$ cat config.mk
export PLATFORM = sky130hd
export DESIGN_NAME = pm_evt_status
export DESIGN_NICKNAME = d
export VERILOG_FILES = /design/src/rtl/pm_evt_pkg.sv /design/src/rtl/pm_status_bits.sv /design/src/rtl/pm_power_fsm.sv /design/src/rtl/pm_irq_route.sv /design/src/rtl/pm_evt_status.sv
export SDC_FILE = /design/constraint.sdc
export NUM_CORES = 1
export LEC_CHECK = 0
export BUFFER_PORTS_ARGS = -buffer_cell sky130_fd_sc_hd__buf_4
export CELL_PAD_IN_SITES_DETAIL_PLACEMENT = 0
export CELL_PAD_IN_SITES_GLOBAL_PLACEMENT = 2
export CORE_ASPECT_RATIO = 0.5
export CORE_MARGIN = 2
export CORE_UTILIZATION = 21
export CTS_CLUSTER_DIAMETER = 60
export CTS_CLUSTER_SIZE = 20
export DETAILED_ROUTE_END_ITERATION = 7
export GPL_TIMING_DRIVEN = 0
export PLACE_DENSITY_LB_ADDON = 0.1
export SLEW_MARGIN = 0
export SYNTH_ARGS = -nofsm -noshare
export SYNTH_HDL_FRONTEND = slang
export SYNTH_SLANG_ARGS = --single-unit
export TNS_END_PERCENT = 100
$ cat constraint.sdc
create_clock -name clk -period 1.05 [get_ports clk]
set_input_delay 0.0525 -clock clk [delete_from_list [all_inputs] [get_ports clk]]
set_output_delay 0.0525 -clock clk [all_outputs]
set_load 0.02 [all_outputs]
$ cat src/rtl/pm_evt_pkg.sv
package pm_evt_pkg;

  localparam int REG_W   = 16;
  localparam int ADDR_W  = 2;

  localparam int B_TMR   = 0;
  localparam int B_LOCK  = 5;
  localparam int B_BTN   = 8;
  localparam int B_ALM   = 10;
  localparam int B_PCIE  = 14;
  localparam int B_WAK   = 15;

  localparam int C_ROUTE = 0;
  localparam int C_SLEEP = 1;
  localparam int C_POL   = 2;

  localparam logic [REG_W-1:0] M_TMR  = REG_W'(1) << B_TMR;
  localparam logic [REG_W-1:0] M_LOCK = REG_W'(1) << B_LOCK;
  localparam logic [REG_W-1:0] M_BTN  = REG_W'(1) << B_BTN;
  localparam logic [REG_W-1:0] M_ALM  = REG_W'(1) << B_ALM;
  localparam logic [REG_W-1:0] M_PCIE = REG_W'(1) << B_PCIE;
  localparam logic [REG_W-1:0] M_WAK  = REG_W'(1) << B_WAK;

  // implemented bits and the subset living in the resume domain
  localparam logic [REG_W-1:0] STS_IMPL = M_TMR | M_LOCK | M_BTN | M_ALM | M_PCIE | M_WAK;
  localparam logic [REG_W-1:0] STS_RSM  = M_BTN | M_ALM | M_PCIE | M_WAK;
  localparam logic [REG_W-1:0] EN_IMPL  = M_TMR | M_LOCK | M_BTN | M_ALM;
  localparam logic [REG_W-1:0] EN_RSM   = M_BTN | M_ALM;

  // which enabled sources may reach each consumer
  localparam logic [REG_W-1:0] SCI_OK  = M_TMR | M_LOCK | M_BTN | M_ALM;
  localparam logic [REG_W-1:0] SMI_OK  = M_TMR | M_BTN | M_ALM;
  localparam logic [REG_W-1:0] WAKE_OK = M_BTN | M_ALM;

  typedef enum logic [1:0] {
    PS_RUN   = 2'd0,
    PS_SLEEP = 2'd1,
    PS_OFF   = 2'd2
  } pstate_e;

  typedef enum logic [ADDR_W-1:0] {
    A_STS = 2'd0,
    A_EN  = 2'd1,
    A_CTL = 2'd2
  } raddr_e;

  function automatic logic [REG_W-1:0] armed(input logic [REG_W-1:0] sts,
                                             input logic [REG_W-1:0] en,
                                             input logic [REG_W-1:0] ok);
    return sts & en & ok;
  endfunction

  // set wins; a clear request is refused while a level input holds the bit
  function automatic logic bit_next(input logic q, input logic set,
                                    input logic clr, input logic hold);
    return set | (q & ~(clr & ~hold));
  endfunction

endpackage

$ cat src/rtl/pm_status_bits.sv
module pm_status_bits
  import pm_evt_pkg::*;
#(
  parameter int                W        = REG_W,
  parameter logic [REG_W-1:0]  S_IMPL   = STS_IMPL,
  parameter logic [REG_W-1:0]  S_RSM    = STS_RSM,
  parameter logic [REG_W-1:0]  E_IMPL   = EN_IMPL,
  parameter logic [REG_W-1:0]  E_RSM    = EN_RSM
) (
  input  logic         clk,
  input  logic         rsm_rst_n,
  input  logic         core_clr,
  input  logic         wr_sts,
  input  logic         wr_en,
  input  logic [W-1:0] wdata,
  input  logic [W-1:0] set_vec,
  input  logic [W-1:0] hold_vec,
  output logic [W-1:0] sts_q,
  output logic [W-1:0] en_q
);

  for (genvar i = 0; i < W; i++) begin : g_bit
    if (S_IMPL[i]) begin : g_sts
      logic q;
      always_ff @(posedge clk or negedge rsm_rst_n) begin
        if (!rsm_rst_n)
          q <= 1'b0;
        else if (core_clr && !S_RSM[i])
          q <= 1'b0;
        else
          q <= bit_next(q, set_vec[i], wr_sts & wdata[i], hold_vec[i]);
      end
      assign sts_q[i] = q;
    end else begin : g_sts_none
      assign sts_q[i] = 1'b0;
    end

    if (E_IMPL[i]) begin : g_en
      logic q;
      always_ff @(posedge clk or negedge rsm_rst_n) begin
        if (!rsm_rst_n)
          q <= 1'b0;
        else if (core_clr && !E_RSM[i])
          q <= 1'b0;
        else if (wr_en)
          q <= wdata[i];
      end
      assign en_q[i] = q;
    end else begin : g_en_none
      assign en_q[i] = 1'b0;
    end
  end

endmodule

$ cat src/rtl/pm_power_fsm.sv
module pm_power_fsm
  import pm_evt_pkg::*;
(
  input  logic    clk,
  input  logic    rsm_rst_n,
  input  logic    pwr_good,
  input  logic    sleep_go,
  input  logic    policy_off,
  input  logic    wake_hit,
  output pstate_e state,
  output logic    wake_now,
  output logic    pg_stable
);

  logic pg_q;

  assign pg_stable = pwr_good & pg_q;
  assign wake_now  = pg_stable & (state != PS_RUN) & wake_hit;

  // state the machine takes when main power comes back
  function automatic pstate_e on_return(input pstate_e s, input logic pol);
    if (s == PS_RUN) return pol ? PS_OFF : PS_RUN;
    return s;
  endfunction

  always_ff @(posedge clk or negedge rsm_rst_n) begin
    if (!rsm_rst_n) begin
      state <= PS_RUN;
      pg_q  <= 1'b0;
    end else begin
      pg_q <= pwr_good;
      if (pwr_good) begin
        if (!pg_q)
          state <= on_return(state, policy_off);
        else if (wake_now)
          state <= PS_RUN;
        else if (state == PS_RUN && sleep_go)
          state <= PS_SLEEP;
      end
    end
  end

endmodule

$ cat src/rtl/pm_irq_route.sv
module pm_irq_route
  import pm_evt_pkg::*;
(
  input  logic [REG_W-1:0] sts,
  input  logic [REG_W-1:0] en,
  input  logic             route_sci,
  input  pstate_e          state,
  output logic             sci,
  output logic             smi
);

  logic running;
  assign running = (state == PS_RUN);
  assign sci = running &  route_sci & (|armed(sts, en, SCI_OK));
  assign smi = running & ~route_sci & (|armed(sts, en, SMI_OK));

endmodule

$ cat src/rtl/pm_evt_status.sv
module pm_evt_status
  import pm_evt_pkg::*;
(
  input  logic              clk,
  input  logic              rsm_rst_n,
  input  logic              core_rst_n,
  input  logic              pwr_good,
  input  logic              reg_wr,
  input  logic [ADDR_W-1:0] reg_addr,
  input  logic [REG_W-1:0]  reg_wdata,
  output logic [REG_W-1:0]  reg_rdata,
  input  logic              ev_timer,
  input  logic              ev_lock,
  input  logic              ev_button,
  input  logic              ev_alarm,
  input  logic              pcie_wake_lvl,
  input  logic              pme_pend_lvl,
  output logic              wake_req,
  output logic              sci,
  output logic              smi,
  output logic [1:0]        pwr_state
);

  logic             core_clr, wr_ok, wr_sts, wr_en, wr_ctl, sleep_go;
  logic             route_sci_q, policy_q;
  logic             pcie_src, wake_hit, wake_now, pg_stable;
  logic [REG_W-1:0] status_q, enable_q, set_vec, hold_vec, ctl_view;
  pstate_e          state;

  assign core_clr = ~core_rst_n | ~pwr_good;
  assign wr_ok    = reg_wr & ~core_clr;
  assign wr_sts   = wr_ok & (reg_addr == A_STS);
  assign wr_en    = wr_ok & (reg_addr == A_EN);
  assign wr_ctl   = wr_ok & (reg_addr == A_CTL);
  assign sleep_go = wr_ctl & reg_wdata[C_SLEEP];

  assign pcie_src = pcie_wake_lvl | pme_pend_lvl;
  assign wake_hit = (|armed(status_q, enable_q, WAKE_OK)) | pcie_src;

  always_comb begin
    set_vec         = '0;
    set_vec[B_TMR]  = ev_timer;
    set_vec[B_LOCK] = ev_lock;
    set_vec[B_BTN]  = ev_button;
    set_vec[B_ALM]  = ev_alarm;
    set_vec[B_PCIE] = wake_now & pcie_src;
    set_vec[B_WAK]  = wake_now;
  end

  always_comb begin
    hold_vec         = '0;
    hold_vec[B_PCIE] = pcie_src;
  end

  pm_status_bits u_bits (
    .clk      (clk),
    .rsm_rst_n(rsm_rst_n),
    .core_clr (core_clr),
    .wr_sts   (wr_sts),
    .wr_en    (wr_en),
    .wdata    (reg_wdata),
    .set_vec  (set_vec),
    .hold_vec (hold_vec),
    .sts_q    (status_q),
    .en_q     (enable_q)
  );

  // route bit: core domain; policy bit: resume domain
  always_ff @(posedge clk or negedge rsm_rst_n) begin
    if (!rsm_rst_n) begin
      route_sci_q <= 1'b0;
      policy_q    <= 1'b0;
    end else begin
      if (core_clr)
        route_sci_q <= 1'b0;
      else if (wr_ctl)
        route_sci_q <= reg_wdata[C_ROUTE];
      if (wr_ctl)
        policy_q <= reg_wdata[C_POL];
    end
  end

  pm_power_fsm u_fsm (
    .clk       (clk),
    .rsm_rst_n (rsm_rst_n),
    .pwr_good  (pwr_good),
    .sleep_go  (sleep_go),
    .policy_off(policy_q),
    .wake_hit  (wake_hit),
    .state     (state),
    .wake_now  (wake_now),
    .pg_stable (pg_stable)
  );

  pm_irq_route u_route (
    .sts      (status_q),
    .en       (enable_q),
    .route_sci(route_sci_q),
    .state    (state),
    .sci      (sci),
    .smi      (smi)
  );

  always_comb begin
    ctl_view          = '0;
    ctl_view[C_ROUTE] = route_sci_q;
    ctl_view[C_POL]   = policy_q;
  end

  always_comb begin
    unique case (reg_addr)
      A_STS:   reg_rdata = status_q;
      A_EN:    reg_rdata = enable_q;
      A_CTL:   reg_rdata = ctl_view;
      default: reg_rdata = '0;
    endcase
  end

  assign wake_req  = wake_now;
  assign pwr_state = state;

endmodule

# Word level (Yosys, flattened, before mapping)

Index checks and enable logic that the tools add are counted.

Eq/ne operators: 3
Multiplexer cells: 18
Bitwise logic cells: 47
Reductions and logical operators: 11

Operator list:

| kind                 | number |
|---|---|
| $pmux W16 S3         | 1 |
| $and A1 B1 Y1        | 26 |
| $mux W2              | 6 |
| $and A11 B11 Y11     | 1 |
| $mux W1              | 11 |
| $not A1 Y1           | 11 |
| $or A1 B1 Y1         | 9 |
| $reduce_bool A2 Y1   | 4 |
| $logic_not A2 Y1     | 2 |
| $reduce_or A4 Y1     | 1 |
| $ne A3 B3 Y1 const B | 1 |
| $reduce_and A3 Y1    | 1 |
| $reduce_or A3 Y1     | 1 |
| $eq A2 B1 Y1 const B | 1 |
| $eq A2 B2 Y1 const B | 1 |
| $reduce_or A2 Y1     | 1 |
| $logic_and A1 B1 Y1  | 1 |

Register bits: 15
Bits of input ports: 29
Output and inout port bits: 21
Word-level logic and storage cells: 93

# Depth between registers and ports, before layout

Depth after elaboration: 10
Depth in mapped cells: 4
Mapped depth without buffers: 3

# Modules after synthesis

A second synthesis with hierarchy kept.

Cell total of the unflattened synthesis: 137
Area total of the unflattened synthesis: 1229.9 um2

Modules (own cells, without submodules):

| module         | times used | cells an instance | area an instance (um2) | seq. area each (um2) |
|---|---|---|---|---|
| pm_status_bits | 1          | 66                | 633.1                  | 250.2 |
| pm_evt_status  | 1          | 54                | 421.7                  | 50.0 |
| pm_power_fsm   | 1          | 12                | 136.4                  | 75.1 |
| pm_irq_route   | 1          | 5                 | 38.8                   | 0.0 |

# Least setup slack after synthesis

Ideal clock, no wire load.

Kind: flip-flop to output port
Start point: register u_fsm.state[1]
End point: output port smi
Arrival time: 1.234 ns
Data required time: 0.998 ns
Setup slack: -0.236 ns
Cell stages (with the launch flop): 2
Buffers on the path: 0
Cell sequence: dfrtp_1 nor4_1

Cells in the longest elaborated chain, start to end: 3

Ends and longest elaborated chain:

| what                        | line                | RTL |
|---|---|---|
| start: declaration          | pm_power_fsm.sv:10  | `output pstate_e state,` |
| start signal: assignment    | pm_power_fsm.sv:34  | `state <= on_return(state, policy_off);` |
| $logic_not A2 Y1            | pm_irq_route.sv:13  | `assign running = (state == PS_RUN);` |
| $and A1 B1 Y1 (2 in series) | pm_irq_route.sv:15  | `assign smi = running & ~route_sci & (\|armed(sts, en, SMI_OK));` |
| end: declaration            | pm_evt_status.sv:20 | `output logic smi,` |

Every way passes these cells.

# Worst setup path in the final report

Start point: register u_bits.g_bit[8].g_en.q
End point: output port smi

Cells in the longest elaborated chain, start to end: 3

Ends and longest elaborated chain:

| what                     | line                 | RTL |
|---|---|---|
| start: declaration       | pm_status_bits.sv:39 | `logic q;` |
| start signal: assignment | pm_status_bits.sv:46 | `q <= wdata[i];` |
| $and A11 B11 Y11         | pm_evt_pkg.sv:50     | `return sts & en & ok;` |
| $reduce_or A3 Y1         | pm_irq_route.sv:15   |  |
| $and A1 B1 Y1            | pm_irq_route.sv:15   |  |

Every way passes these cells.

==> flow_summary_export.csv <==
group,metric,value,unit
final_layout,fin_nets,179,
global_route,grt_antenna_before_repair,0,
yosys,yosys-top-cells-area,"dfrtp_1 (41%), buf_4 (7.4%), mux2i_1 (6.6%)",
timing,rsz0062_at_grt,"yes",
run_status,violations,"setup timing",
global_route,grt_pass1_wl,4367,um
yosys,synth_commonest_cells,"dfrtp_1 (15), buf_4 (9), nor2_1 (9)",
power,leakagePower,0.6976,nW
final_layout,antenna_cells,0,
cts,clk_pin_slew_worst_paths,0.06,ns
die,die_x,97.14,um
setup_path,cp_max_fo,3,
route,drc,0,
power,power.density,1298,mW/mm^2
setup_path,cp_data_arrival_time,1.32,ns
global_route,grt_pass1_vias,865,
power,pwr-share-clk,0.252,
yosys,synth_edf_count,0,
flow_run,cap_violations,0,
timing,fin_crit,1.368,ns
yosys,async_flop_share,1.000,
die,start_util,0.2264,
run_status,status,"finished with violations",
placement,place_hpwl,2034,um
route,postRouteAntennaNets,0,
timing,hold-worst-slack,0.005615,ns
yosys,synth_most_common_cell,"dfrtp_1",
setup_path,required,1.00,ns
power,sequentialPowerShare,0.385,
yosys,seq_area_frac_synth,0.4121,
power,switchingPower,0.6140,mW
timing,final_hold_viol_count,0,
timing,finalSetupViolCount,10,
setup_path,cp_slowest_cell,"dfrtp_1",
route,first_pass_iters,4,
cts,cts_buffers,3,
route,wl_per_cell,13.29,um
final_layout,syn_to_final_growth,59.07,%
timing,slew_viol_final,0,
yosys,netlist.area_leader.share,0.4121,
placement,numPortBuffers,30,
cts,cts_tree,"done",
yosys,synth_ff_type,"dfrtp_1",
cts,clk_path_buf_depth,2,
route,drt-total-wl,2698,um
power,ir_drop,0.0004295,V
cts,htree_levels,1,
timing,timing.final.crit_share,1.303,
route,vias,849,
die,die-area,0.004912,sq mm
die,coreArea,0.004024,sq mm
yosys,syn-cell-area,910.9,sq um
final_layout,final_cell_area,0.001449,sq mm
worst_hold_path,hold_class,"in -> reg",
final_layout,final_layout_size_suffix_gt1_frac,0.4362,
die,placementRows,16,
power,internal_power,1.267,mW
placement,gp_congestion,0.7199,
cts,clk_latency,0.25,ns
cts,clockRootBuffer,"clkbuf_8",
setup_path,endpoint_kind,"output port",
power,combinationalPowerShare,0.363,
yosys,syn_inst,96,
yosys,ys.warnings.count,0,
cts,clock-sinks,15,
route,viasPerCell,4.182,
timing,fmax,730.8,MHz
yosys,synth_top_area_cell,"dfrtp_1",
route,drt_iter0_markers,21,
setup_path,crit_chain,"a22o_4, a21oi_4, nor4_2, buf_4",
timing,skew,0.001435,ns
global_route,grt.overflow.total,0,
setup_path,crit_path_max_incr_delay,0.40,ns
setup_path,critical_path_class,"reg -> out",
global_route,track_usage,0.1172,
global_route,grt_max_degree,16,
yosys,yosysUniqueCellTypes,33,
yosys,ys_ff_latch,15,
die,io_pins,50,
placement,place_area,0.001256,sq mm
yosys,syn_avg_cell_area,9.488,sq um
setup_path,start_kind,"flip-flop",
setup_path,regToRegSetupSlack,-0.26,ns
power,switching_share,0.3265,
placement,pre_cts_slack,-0.2224,ns
timing,worst_slack,-0.3184,ns
final_layout,fin_util,0.3601,
die,die_h,50.57,um
timing repair:
action                                 in CTS  in global routing
endpoints found under the hold margin      18                  0
hold buffers                                4                  0
setup buffers                               5                  4
setup endpoints to repair                  10                 12
pin swaps                                   5                  7
gates resized for setup                     8                  6
state kept, by name, indices dropped and copies added, names as in the netlist:
| register | cells |
|---|---|
| route_sci_q | 1 |
| u_bits.g_bit.g_sts.q | 6 |
| u_bits.g_bit.g_en.q | 4 |
| policy_q | 1 |
| u_fsm.state | 2 |
| u_fsm.pg_q | 1 |
power by group through the flow:
stage	combinational, mW	clock (mW)	sequential [mW]
floorplan	0.345	0	0.727
global placement	0.586	0	0.729
detailed placement	0.585	0	0.729
CTS	0.650	0.501	0.724
global route	0.734	0.534	0.734
finish	0.683	0.473	0.725
through the flow:
| stage | TNS (ns) | cells | power (mW) |
|---|---|---|---|
| 2_1_floorplan | -0.06578 | 104 | 1.072 |
| 3_3_place_gp | -1.250 | 188 | 1.315 |
| 3_5_place_dp | -1.056 | 188 | 1.314 |
| 4_1_cts | -2.204 | 201 | 1.875 |
| 5_1_grt | -2.544 | 203 | 2.002 |
| 6_report | -1.955 | 203 | 1.881 |
path summary, 6_finish.rpt:
check	start	to	cells after the start
max in group asynchronous	rsm_rst_n	u_fsm.state[0]	2
worst min-delay path	ev_alarm	u_bits.g_bit[10].g_sts.q	2
min in group asynchronous	rsm_rst_n	u_bits.g_bit[14].g_sts.q	2
worst max register to register	u_bits.g_bit[8].g_sts.q	u_fsm.state[0]	5
worst max-delay path	u_bits.g_bit[8].g_en.q	smi	4
worst min register to register	u_bits.g_bit[15].g_sts.q	u_bits.g_bit[15].g_sts.q	2
cell usage in the layout, fill, tap and decap left out, types with 2 or more instances in the layout:
cell type | netlist | routed
buf_4 | 9 | 41
dfrtp_1 | 15 | 13
nor2_1 | 9 | 9
conb_1 | 1 | 9
buf_6 | 2 | 7
mux2i_1 | 6 | 6
o21ai_1 | 6 | 6
inv_1 | 6 | 6
nand2_1 | 5 | 5
nand3_1 | 4 | 4
dlygate4sd3_1 | 0 | 4
a21oi_1 | 5 | 3
mux2_1 | 3 | 3
clkbuf_8 | 0 | 3
nor3_2 | 1 | 2
nand2b_1 | 2 | 2
nand3b_1 | 2 | 2
dfrtp_2 | 0 | 2
worst max-delay path: cells and delay by family, from the launching register on:
family / cells / cell delay [ns]
flip-flops: 1 / 0.40
AO/OA/AOI/OAI: 2 / 0.46
buffers and inverters: 1 / 0.16
AND/OR/NAND/NOR: 1 / 0.05
layout make-up:
type	instances	area (sq um)
Tap cell	54	67.56
Timing Repair Buffer	41	336.6
Fill cell	440	2575
Multi-Input combinational cell	72	509.2
Buffer	11	90.09
Sequential cell	15	377.9
Clock buffer	4	45.04
Inverter	6	22.52
per-layer routing:
metal,GRT usage,vias to the layer above,part of all wire
li1,-,421,-
met1,0.1625,400,0.51
met2,0.1782,26,0.42
met3,0.03621,2,0.053
met4,0.02817,0,0.0070
met5,0,-,0
cells by family (layout without fill, tap and decap cells):
kind of cell	Yosys count	after routing	synth area share
compound gates	18	18	0.1236
other cells	1	9	0.004117
mux	9	9	0.1030
simple gates	35	35	0.2239
buf+inv	17	62	0.1236
flops	15	15	0.4121
xor+xnor	1	1	0.009617
Power figures use the tool's default switching activity.
